$ cat config.mk
export PLATFORM = sky130hd
export DESIGN_NAME = trio_wdt
export DESIGN_NICKNAME = d
export VERILOG_FILES = /design/src/rtl/trio_wdt_pkg.sv /design/src/rtl/trio_wdt_ctrl.sv /design/src/rtl/trio_wdt_datapath.sv /design/src/rtl/trio_wdt.sv
export SDC_FILE = /design/constraint.sdc
export NUM_CORES = 1
export LEC_CHECK = 0
export ABC_AREA = 1
export BUFFER_PORTS_ARGS = -buffer_cell sky130_fd_sc_hd__buf_2
export CORE_ASPECT_RATIO = 1.5
export CORE_UTILIZATION = 29
export CTS_CLUSTER_DIAMETER = 50
export DETAILED_ROUTE_END_ITERATION = 12
export PLACE_DENSITY = 0.43
export SETUP_SLACK_MARGIN = 0.3
export SYNTH_ARGS = -nofsm -noshare
export SYNTH_HDL_FRONTEND = slang
export SYNTH_HIERARCHICAL = 1
export SYNTH_SLANG_ARGS = --single-unit
$ cat constraint.sdc
create_clock -name clk -period 2 [get_ports clk]
set_input_delay 0 -clock clk [delete_from_list [all_inputs] [get_ports clk]]
set_output_delay 0 -clock clk [all_outputs]
set_load 0.1 [all_outputs]
$ cat src/rtl/trio_wdt_pkg.sv
package trio_wdt_pkg;

  localparam int NUM_CH     = 3;
  localparam int BUS_W      = 32;
  localparam int CTRL_W     = 3;
  localparam int BIT_IRQ_EN = 0;
  localparam int BIT_IRQ_ST = 1;
  localparam int BIT_RST_EN = 2;
  localparam int BARK_CH    = 0;

  localparam logic [3:0] OFS_CNT  = 4'h0;
  localparam logic [3:0] OFS_BITE = 4'h4;
  localparam logic [3:0] OFS_BARK = 4'h8;
  localparam logic [3:0] OFS_CTRL = 4'hC;

  typedef struct packed {
    logic [NUM_CH-1:0] ldCnt;
    logic [NUM_CH-1:0] ldBite;
    logic [NUM_CH-1:0] ldCtrl;
    logic              ldBark;
  } wdtStrobe_t;

endpackage

$ cat src/rtl/trio_wdt_ctrl.sv
module trio_wdt_ctrl
  import trio_wdt_pkg::*;
#(
  parameter int ADDR_W = 8,
  parameter int CNT_W  = 32
) (
  input  logic                             clk,
  input  logic                             rstN,
  input  logic                             busWrEn,
  input  logic [ADDR_W-1:0]                busAddr,
  input  logic [NUM_CH-1:0][CNT_W-1:0]     cntQ,
  input  logic [NUM_CH-1:0][CNT_W-1:0]     biteQ,
  input  logic [CNT_W-1:0]                 barkQ,
  input  logic [NUM_CH-1:0][CTRL_W-1:0]    ctrlQ,
  output wdtStrobe_t                       strobe,
  output logic [BUS_W-1:0]                 busRdData
);

  localparam int SEL_W = ADDR_W - 4;

  logic [SEL_W-1:0] chSel;
  logic [3:0]       regOfs;
  logic [NUM_CH-1:0] chHit;

  assign chSel  = busAddr[ADDR_W-1:4];
  assign regOfs = busAddr[3:0];

  for (genvar g = 0; g < NUM_CH; g++) begin : gDecode
    assign chHit[g]         = (chSel == SEL_W'(g));
    assign strobe.ldCnt[g]  = busWrEn && chHit[g] && (regOfs == OFS_CNT);
    assign strobe.ldBite[g] = busWrEn && chHit[g] && (regOfs == OFS_BITE);
    assign strobe.ldCtrl[g] = busWrEn && chHit[g] && (regOfs == OFS_CTRL);
  end
  assign strobe.ldBark = busWrEn && chHit[BARK_CH] && (regOfs == OFS_BARK);

  always_comb begin
    busRdData = '0;
    for (int c = 0; c < NUM_CH; c++) begin
      if (chHit[c]) begin
        unique case (regOfs)
          OFS_CNT:  busRdData = BUS_W'(cntQ[c]);
          OFS_BITE: busRdData = BUS_W'(biteQ[c]);
          OFS_BARK: busRdData = (c == BARK_CH) ? BUS_W'(barkQ) : '0;
          OFS_CTRL: busRdData = BUS_W'(ctrlQ[c]);
          default:  busRdData = '0;
        endcase
      end
    end
  end

  // no register is touched without a bus write
  a_r10_idle_no_strobe: assert property (@(posedge clk) disable iff (!rstN)
    !busWrEn |-> (strobe == '0));
  // at most one register is loaded per write
  a_r10_single_target: assert property (@(posedge clk) disable iff (!rstN)
    $onehot0(strobe));

endmodule

$ cat src/rtl/trio_wdt_datapath.sv
module trio_wdt_datapath
  import trio_wdt_pkg::*;
#(
  parameter int CNT_W = 32
) (
  input  logic                          clk,
  input  logic                          rstN,
  input  logic                          tick,
  input  wdtStrobe_t                    strobe,
  input  logic [BUS_W-1:0]              wrData,
  output logic [NUM_CH-1:0][CNT_W-1:0]  cntQ,
  output logic [NUM_CH-1:0][CNT_W-1:0]  biteQ,
  output logic [CNT_W-1:0]              barkQ,
  output logic [NUM_CH-1:0][CTRL_W-1:0] ctrlQ,
  output logic [NUM_CH-1:0]             rstReq,
  output logic                          irq
);

  logic [CNT_W-1:0]  loadVal;
  logic [NUM_CH-1:0] irqEnQ;
  logic [NUM_CH-1:0] rstEnQ;
  logic              statQ;
  logic              barkHit;
  logic              clrReq;

  assign loadVal = wrData[CNT_W-1:0];

  for (genvar g = 0; g < NUM_CH; g++) begin : gChan
    always_ff @(posedge clk or negedge rstN) begin
      if (!rstN) begin
        cntQ[g] <= '0;
      end else if (strobe.ldCnt[g]) begin
        cntQ[g] <= loadVal;
      end else if (tick) begin
        cntQ[g] <= cntQ[g] + 1'b1;
      end
    end

    always_ff @(posedge clk or negedge rstN) begin
      if (!rstN) begin
        biteQ[g] <= '1;
      end else if (strobe.ldBite[g]) begin
        biteQ[g] <= loadVal;
      end
    end

    always_ff @(posedge clk or negedge rstN) begin
      if (!rstN) begin
        irqEnQ[g] <= 1'b0;
        rstEnQ[g] <= 1'b0;
      end else if (strobe.ldCtrl[g]) begin
        irqEnQ[g] <= wrData[BIT_IRQ_EN];
        rstEnQ[g] <= wrData[BIT_RST_EN];
      end
    end

    assign rstReq[g] = rstEnQ[g] && (cntQ[g] >= biteQ[g]);

    if (g == BARK_CH) begin : gStat
      assign ctrlQ[g] = {rstEnQ[g], statQ, irqEnQ[g]};
    end else begin : gNoStat
      assign ctrlQ[g] = {rstEnQ[g], 1'b0, irqEnQ[g]};
    end

    // counter advances by one on a tick when not written
    a_r3_tick_advance: assert property (@(posedge clk) disable iff (!rstN)
      (!strobe.ldCnt[g] && tick) |=> (cntQ[g] == CNT_W'($past(cntQ[g]) + 1'b1)));
    // counter holds without tick or write
    a_r3_hold: assert property (@(posedge clk) disable iff (!rstN)
      (!strobe.ldCnt[g] && !tick) |=> $stable(cntQ[g]));
    // a load wins over a simultaneous tick
    a_r4_load_wins: assert property (@(posedge clk) disable iff (!rstN)
      strobe.ldCnt[g] |=> (cntQ[g] == $past(loadVal)));
  end

  always_ff @(posedge clk or negedge rstN) begin
    if (!rstN) begin
      barkQ <= '1;
    end else if (strobe.ldBark) begin
      barkQ <= loadVal;
    end
  end

  assign barkHit = irqEnQ[BARK_CH] && (cntQ[BARK_CH] >= barkQ);
  assign clrReq  = strobe.ldCtrl[BARK_CH] && wrData[BIT_IRQ_ST];

  always_ff @(posedge clk or negedge rstN) begin
    if (!rstN) begin
      statQ <= 1'b0;
    end else begin
      statQ <= barkHit || (statQ && !clrReq);
    end
  end

  assign irq = statQ && irqEnQ[BARK_CH];

  // warning condition latches the status bit
  a_r7_bark_sets: assert property (@(posedge clk) disable iff (!rstN)
    barkHit |=> statQ);
  // a clear with the condition gone drops the status bit
  a_r8_clear_works: assert property (@(posedge clk) disable iff (!rstN)
    (statQ && !barkHit && clrReq) |=> !statQ);
  // without a clear the status bit is sticky
  a_r8_sticky: assert property (@(posedge clk) disable iff (!rstN)
    (statQ && !clrReq) |=> statQ);

endmodule

$ cat src/rtl/trio_wdt.sv
module trio_wdt
  import trio_wdt_pkg::*;
#(
  parameter int ADDR_W = 8,
  parameter int CNT_W  = 32
) (
  input  logic              clk,
  input  logic              rstN,
  input  logic              tick,
  input  logic              busWrEn,
  input  logic [ADDR_W-1:0] busAddr,
  input  logic [31:0]       busWrData,
  output logic [31:0]       busRdData,
  output logic              recoveryRstReq,
  output logic [1:0]        normalRstReq,
  output logic              barkIrq
);

  wdtStrobe_t                    strobe;
  logic [NUM_CH-1:0][CNT_W-1:0]  cntQ;
  logic [NUM_CH-1:0][CNT_W-1:0]  biteQ;
  logic [CNT_W-1:0]              barkQ;
  logic [NUM_CH-1:0][CTRL_W-1:0] ctrlQ;
  logic [NUM_CH-1:0]             rstReq;

  trio_wdt_ctrl #(.ADDR_W(ADDR_W), .CNT_W(CNT_W)) u_ctrl (
    .clk       (clk),
    .rstN      (rstN),
    .busWrEn   (busWrEn),
    .busAddr   (busAddr),
    .cntQ      (cntQ),
    .biteQ     (biteQ),
    .barkQ     (barkQ),
    .ctrlQ     (ctrlQ),
    .strobe    (strobe),
    .busRdData (busRdData)
  );

  trio_wdt_datapath #(.CNT_W(CNT_W)) u_dp (
    .clk    (clk),
    .rstN   (rstN),
    .tick   (tick),
    .strobe (strobe),
    .wrData (busWrData),
    .cntQ   (cntQ),
    .biteQ  (biteQ),
    .barkQ  (barkQ),
    .ctrlQ  (ctrlQ),
    .rstReq (rstReq),
    .irq    (barkIrq)
  );

  assign recoveryRstReq = rstReq[0];
  assign normalRstReq   = rstReq[2:1];

endmodule

* Word-level counts from Yosys, hierarchy flattened
Index checks and enable logic that the tools add are counted.
** Storage, ports and cells
- Input port bits :: 44
- Output and inout port bits :: 36
- Register bits after elaboration :: 231
- Logic and storage cells :: 65
** Cells by class
- Reductions and logical operators :: 27
- Equality and inequality tests :: 5
- Magnitude comparators :: 4
- Add/sub/neg operators :: 3
- Muxes and demuxes :: 12
** Operators by type and width (number)
- 32-bit two-way mux :: 9
- 32-bit one-hot mux with 3 select lines :: 2
- 32-bit greater-or-equal comparator :: 4
- 32-bit one-hot mux with 4 select lines :: 1
- 32-bit by 1-bit adder with 32-bit output, second input constant :: 3
- 1-bit logical AND :: 20
- 4-bit == test, second input constant :: 2
- 4-bit zero test :: 2
- 2-bit nonzero test :: 3
- 4-bit by 1-bit == test with 1-bit output, second input constant :: 1
- 4-bit by 2-bit == test with 1-bit output, second input constant :: 1
- 4-bit by 3-bit == test with 1-bit output, second input constant :: 1
- 1-bit zero test :: 1
- 1-bit logical OR :: 1

* Depth between registers and ports, before layout
Gate-level depths: netlist of the first run.
- Word-level depth :: 7
- Gate-level depth with buffers :: 15

* Hierarchy
The synthesis of the first run kept the hierarchy.
** Modules (own cells, without submodules)
- trio_wdt_datapath :: area an instance 14782.9 sq um, cells an instance 1915, seq. area each 5940.7 sq um, times used 1
- trio_wdt_ctrl :: area an instance 2513.7 sq um, cells an instance 554, seq. area each 0.0 sq um, times used 1

* Worst setup path after synthesis of the first run
Ideal clock, no wire load.
- Path kind :: register -> output
- From :: register u_dp/biteQ[63] (netlist bit)
- To :: output port normalRstReq[0]
- Path slack :: 0.043 ns
- Cell stages (with the launch flop) :: 11
- Arrival time :: 1.957 ns
- Cells stage by stage :: dfstp_2 inv_1 ha_1 nand2_1 nor2_1 nand2_1 nor2_1 nand2_1 nand3_1 nand2_1 inv_1
** On the way
- Word-level cells in the longest chain between the ends :: 2
** RTL lines
- from (decl) :: RTL line trio_wdt_datapath.sv:12 : output logic [NUM_CH-1:0][CNT_W-1:0] biteQ,
- from (signal, indexed assignment) :: RTL line trio_wdt_datapath.sv:43 : biteQ[g] <= loadVal;
- 32-bit greater-or-equal comparator :: RTL line trio_wdt_datapath.sv:57 : assign rstReq[g] = rstEnQ[g] && (cntQ[g] >= biteQ[g]);
- 1-bit logical AND :: RTL line trio_wdt_datapath.sv:57
- to (decl) :: RTL line trio_wdt.sv:15 : output logic [1:0] normalRstReq,
Every way passes these cells.

* Worst setup path in the final report of the first run
- From :: register u_dp/biteQ[95] (netlist bit)
- To :: output port normalRstReq[1]
The elaborated chain is that of the path after synthesis.

==> flow_summary_export.csv, run 1 <==
group,metric,value,unit
clock_network,path_clk_slew,60,ps
floorplanning,core,58900,um^2
layout,antenna_cells,0,
setup_path,arrival,2570,ps
drt,first_pass_iters,5,
synthesis,synthCells,2469,
clock_network,clock_latency,550,ps
sta,drv_slew,0,
placement,gp_congestion,0.932,
synthesis,synth_top_family_by_area,"simple AND/OR/NAND/NOR gates",
pwr,p_leak,12.6,nW
placement,port_buffers,79,
setup_path,cp-start-kind,"register",
setup_path,crit_top_cell,"buf_12",
grt,antenna_found_initial,0,
clock_network,clock_sinks,231,
floorplanning,rows,109,
hold_path,hold_class,"primary input to asynchronous set/reset pin",
sta,clock_skew,24.2,ps
sta,max-slew-margin-rel,0.416,
floorplanning,dieArea,60600,um^2
pwr,power.density,712,nW/um^2
synthesis,synthXorXnorAreaFrac,0.0329,
sta,fmax,389,MHz
drt,drc,0,
synthesis,synth_compound_area_frac,0.108,
drt,via_count,18304,
clock_network,clockBufferDepth,3,
floorplanning,fp.dieH,301,um
layout,drive_gt1_frac,0.410,
grt,grt.total_usage,0.252,
clock_network,cts_tree,"yes",
layout,utilization,0.447,
drt,via_per_inst,5.07,
grt,overflow,0,
layout,areaGrowthSynthToFinish,52.4,%
placement,placed_cells,3427,
outcome,violations,"setup timing",
synthesis,ys_top_cells_by_area,"dfstp_2 (19%), nand2_1 (16%), dfrtp_1 (15%), nand3_1 (10%), ha_1 (9.5%)",
clock_network,numCtsBuffers,36,
setup_path,worstPathCellList,"inv_2, ha_4, a21oi_2, o21a_1, nand2_2, a21oi_4, nand3_2, buf_12, nand2_4, clkinvlp_4, buf_12",
setup_path,crit_slowest_cell,"dfstp_2",
synthesis,async_flop_share,1.00,
floorplanning,die_x,201,um
synthesis,ys_ff_latch,231,
clock_network,cts_root_buf,"clkbuf_16",
setup_path,worstPathRequired,2000,ps
floorplanning,start_util,0.294,
synthesis,synth_fa_ha_area_frac,0.0948,
synthesis,avgSynthCellArea,7.01,um^2
floorplanning,io_pins,80,
run,cap_viol_max_count,0,
sta,worst_slew_pin_slew,875,ps
placement,place_hpwl,55.7,mm
setup_path,path_max_fanout,2,
grt,grt_max_degree,97,
synthesis,netlist_area,17300,um^2
synthesis,synthSimpleGateAreaFrac,0.338,
synthesis,synth.distinct_cells,45,
synthesis,synthFlopType,"dfstp_2",
grt,first_global_vias,18817,
drt,drt_iter0_drc,1116,
sta,period_share,1.28,
sta,post-route-min-period,2570,ps
sta,hold_viol_final,0,
synthesis,yosysWarnings,6,
synthesis,synthMuxAreaShare,0.00195,
sta,finalSetupViolCount,7,
grt,grt_pass1_wl,116,mm
sta,rsz0062_at_grt,"yes",
pwr,peakVddDrop,0.477,mV
drt,drt-wirelength-per-cell,21.6,um
clock_network,htreeDepth,2,
setup_path,slowest_delay,540,ps
synthesis,synth_top_area_share,0.194,
synthesis,synth_area_leader_cell,"dfstp_2",
setup_path,crit_buf_inv,4,
setup_path,setup.worst_path.end_class,"primary output",
outcome,outcome,"finished, violations left",
layout,nNetsFinal,2978,
synthesis,yosysSeqAreaShare,0.343,
layout,instances_no_fill,3608,
synthesis,synth-edff-count,0,
drt,antenna_left,0,
setup_path,cp_num_cells,11,
sta,worst_slack,-569,ps
setup_path,cp_top_family,"flip-flops",
setup_path,rr_worst_depth,14,
setup_path,criticalPathCategory,"register to primary output",
drt,drt_wl_total,77.9,mm
==> final cells by class <==
| cell class | count | area, um^2 |
|---|---|---|
| multi-input combinational | 1882 | 13000 |
| sequential | 231 | 5960 |
| fill | 5995 | 32600 |
| tap | 777 | 972 |
| clock inverter | 21 | 317 |
| timing repair buffer | 409 | 4140 |
| clock buffer | 45 | 996 |
| inverter | 243 | 956 |
==> logic make-up after synthesis <==
logic type,Yosys count
and+or+nand+nor,1356
buffers and inverters,357
AOI/OAI and AO/OA,325
DFF,231
adders and majority gates,131
xor gates and xnor gates,65
muxes,3
other,1
==> metrics by stage <==
stage               hold slack, ps  power, mW  TNS (ps)  cell area (um^2)  worst slack, ps
floorplan                     -296       8.13         0             17700              205
global placement             -24.6       10.1     -1890             21000             -593
detailed placement           -23.3       10.2     -1850             21000             -608
CTS                          0.768       18.3     -1640             25000             -599
global route                  28.1       19.7     -3040             26400             -649
finish                        18.8       18.8     -1840             26400             -569
==> worst paths after layout <==
kind / start / to / slack [ps]
worst max-delay path: u_dp/biteQ[95] / normalRstReq[1] / -570
worst min-delay path: rstN / u_dp/cntQ[6] / 20
worst max register to register: u_dp/cntQ[65] / u_dp/cntQ[82] / -80
worst min register to register: u_dp/biteQ[57] / u_dp/biteQ[57] / 500
max in group asynchronous: rstN / u_dp/cntQ[17] / 790
min in group clk: tick / u_dp/cntQ[1] / 60
==> worst register-to-register path: stages (launching register included) <==
cell and delay [ps]:
dfrtp_1 430, buf_6 140, buf_6 100, buf_6 100, buf_6 100, buf_6 130, ha_4 170, nand3_4 150
inv_4 60, nand3b_1 120, inv_2 80, buf_6 120, a21oi_2 90, nand3b_1 110, nand2_1 50
==> sequential cells by signal (all words and copies together), names as in the netlist <==
register,cells
u_dp/ctrlQ,6
u_dp/biteQ,96
u_dp/cntQ,96
u_dp/barkQ,32
u_dp/statQ,1
==> placed cells by master (no fill, tap or decap), types with 41 or more instances in the layout <==
cell,n
dfstp_2,128
buf_12,50
nor2_2,42
buf_4,167
nand3_1,242
a22oi_1,56
ha_4,68
nor2_4,41
o21ai_0,131
nor2_1,89
nand2_1,608
buf_6,107
ha_1,62
nand3_2,88
inv_2,65
nand2_2,108
buf_2,43
dfrtp_1,88
inv_1,165
==> what timing repair did <==
| item | 4_1_cts | 5_1_grt |
|---|---|---|
| buffers inserted | 34 | 43 |
| cloned | 0 | 2 |
| pin swaps | 166 | 110 |
| endpoints found under the setup margin | 93 | 106 |
| hold buffers | 36 | 0 |
| endpoints found under the hold margin | 355 | 0 |
| resized for setup | 497 | 255 |
==> synth_stat cells, types with 3 or more instances <==
master and count:
xnor2_1 27, nor3_2 11, nor2_1 162, o21ai_1 7, nand3_1 355, nor2_2 8, buf_1 10, a22oi_1 56
a21o_1 4, nand2_2 3, o211ai_1 8, inv_1 240, a21oi_1 65, buf_2 34, nor3_1 24, o21a_1 7
nand3b_1 6, nand3_2 4, buf_4 4, o221ai_1 10, xor2_1 38, nand2_1 750, clkbuf_1 66, dfrtp_1 103
o21ai_0 161, mux2_2 3, nand4_1 22, dfstp_2 128, ha_1 131
==> per-layer routing <==
metal / track usage / vias up / wire length [um] / part of all wire
li1: - / 8818 / - / -
met1: 0.285 / 8934 / 30000 / 0.39
met2: 0.483 / 406 / 42200 / 0.54
met3: 0.0199 / 146 / 2310 / 0.030
met4: 0.104 / 0 / 3360 / 0.043
met5: 0 / - / 0 / 0
==> report_power, final <==
part           internal (mW)  total [mW]  leakage (nW)  switching, mW
combinational           2.52        5.64          9.25           3.12
clock                   4.48        7.11         0.637           2.63
sequential              5.42        6.02          2.70          0.596
total                   12.4        18.8          12.6           6.35
(Power assumes the default switching activity.)
==> inputs of run 2 (changes only) <==
Settings changed: BUFFER_PORTS_ARGS -buffer_cell sky130_fd_sc_hd__buf_2 to -buffer_cell sky130_fd_sc_hd__clkbuf_2.
==> flow_summary_export.csv, run 2 (same netlist as run 1, synthesis figures left out) <==
group,metric,value,unit
outcome,outcome,"finished, violations left",
outcome,violations,"setup timing",
clock_network,clock_latency,540,ps
floorplanning,start_util,0.294,
floorplanning,die_x,201,um
clock_network,clockBufferDepth,3,
layout,antenna_cells,0,
floorplanning,io_pins,80,
sta,fmax,384,MHz
floorplanning,rows,109,
placement,place_hpwl,55.6,mm
drt,via_per_inst,5.12,
drt,antenna_left,0,
run,cap_viol_max_count,0,
grt,grt_max_degree,97,
setup_path,crit_buf_inv,4,
sta,drv_slew,0,
sta,worst_slew_pin_slew,1120,ps
layout,mostFrequentLayoutCell,"nand2_1",
clock_network,htreeDepth,2,
sta,rsz0062_at_grt,"yes",
drt,drt_iter0_drc,1150,
placement,port_buffers,79,
placement,pre_cts_slack,-612,ps
placement,placed_cells,3410,
layout,nNetsFinal,2977,
grt,grt.total_usage,0.252,
setup_path,cp_top_family,"compound AO/OA/AOI/OAI gates",
setup_path,crit_top_cell,"buf_12",
grt,grt_pass1_wl,115,mm
setup_path,path_max_fanout,2,
grt,overflow,0,
setup_path,worstPathCellList,"inv_2, ha_4, a21oi_2, o21a_1, nand2_2, a21oi_4, nand3_2, buf_12, nand2_4, clkinvlp_4, buf_12",
floorplanning,dieArea,60600,um^2
drt,drt-met1-wl,30.3,mm
layout,drive_gt1_frac,0.420,
drt,drt_wl_total,78.6,mm
floorplanning,core,58900,um^2
drt,first_pass_iters,5,
sta,hold_viol_final,0,
layout,utilization,0.455,
layout,reg_top3,"u_dp/biteQ x96, u_dp/cntQ x96, u_dp/barkQ x32",
setup_path,crit_slowest_cell,"dfstp_2",
setup_path,cp-start-kind,"register",
drt,drt-wirelength-per-cell,21.8,um
sta,post-route-min-period,2600,ps
clock_network,path_clk_slew,60,ps
drt,wl_met3,2.20,mm
placement,gp_congestion,0.927,
grt,antenna_found_initial,0,
sta,worst_slack,-603,ps
drt,maxUsedRoutingLayer,"met4",
layout,final_cell_mix,"nand2_1 (585), nand3_1 (240), inv_1 (165)",
setup_path,setup.worst_path.end_class,"primary output",
sta,max-slew-margin-rel,0.255,
setup_path,arrival,2600,ps
setup_path,worstPathRequired,2000,ps
floorplanning,fp.dieH,301,um
clock_network,cts_root_buf,"clkbuf_16",
clock_network,numCtsBuffers,36,
drt,wl_met2,42.0,mm
layout,instances_no_fill,3607,
sta,finalSetupViolCount,3,
sta,period_share,1.30,
grt,first_global_vias,19311,
drt,via_count,18481,
clock_network,clock_sinks,231,
clock_network,cts_tree,"yes",
pwr,p_leak,12.8,nW
sta,clock_skew,19.4,ps
setup_path,criticalPathCategory,"register to primary output",
pwr,power.density,695,nW/um^2
pwr,peakVddDrop,0.478,mV
layout,areaGrowthSynthToFinish,54.8,%
setup_path,slowest_delay,540,ps
drt,drc,0,
hold_path,hold_class,"primary input to asynchronous set/reset pin",
## run 2: cell count changes in the layout (fill, tap and decap cells not counted), sizes merged
cell         change
buf             -43
bufinv           -3
clkbuf          +47
clkinv           +1
dlygate4sd3      -2
inv              -1
## run 2: per-stage QoR
step | total power, mW | hold slack (ps) | instance area (um^2) | setup TNS [ps]
floorplan | 8.13 | -296 | 17700 | 0
global placement | 10.1 | 42.3 | 20900 | -2340
detailed placement | 10.1 | 52.3 | 20900 | -2930
CTS | 18.1 | 63.6 | 25300 | -1620
global route | 19.5 | 91.6 | 26800 | -1850
finish | 18.6 | 71.8 | 26800 | -1550
## run 2: power by group
part | total [mW] | switching (mW) | internal, mW
registers | 6.01 | 0.584 | 5.42
logic | 5.90 | 3.30 | 2.61
clock network | 6.70 | 2.61 | 4.09
## run 2: cell type report
cell class	instances	area, um^2
clock buffers	48	1010
clock inverters	18	224
fillers	5873	32100
inverters	243	968
multi-input cells	1882	13400
flip-flops and latches	231	5960
well taps	777	972
repair buffers	408	4280
## run 2: layer usage
layer | vias up | global-route usage
met5 | - | 0
met4 | 0 | 0.131
met3 | 177 | 0.0188
met2 | 432 | 0.480
met1 | 9060 | 0.278
li1 | 8812 | -
## run 2: worst paths after layout
| check | start | endpoint | slack [ps] | cells past startpoint |
|---|---|---|---|---|
| max | u_dp/biteQ[93] | normalRstReq[1] | -600 | 11 |
| min | rstN | u_dp/cntQ[26] | 70 | 2 |
| max reg2reg | u_dp/cntQ[1] | u_dp/cntQ[24] | 80 | 13 |
| min reg2reg | u_dp/biteQ[84] | u_dp/biteQ[84] | 490 | 2 |
| max in group asynchronous | rstN | u_dp/biteQ[6] | 1140 | 3 |
| min in group clk | tick | u_dp/cntQ[51] | 80 | 4 |
## run 2: repair_timing
action,4_1_cts,5_1_grt
setup buffers,62,32
pin swaps,184,128
resized for setup,576,270
endpoints found under the setup margin,98,106
hold buffers,34,0
cloned,0,3
endpoints found under the hold margin,345,0
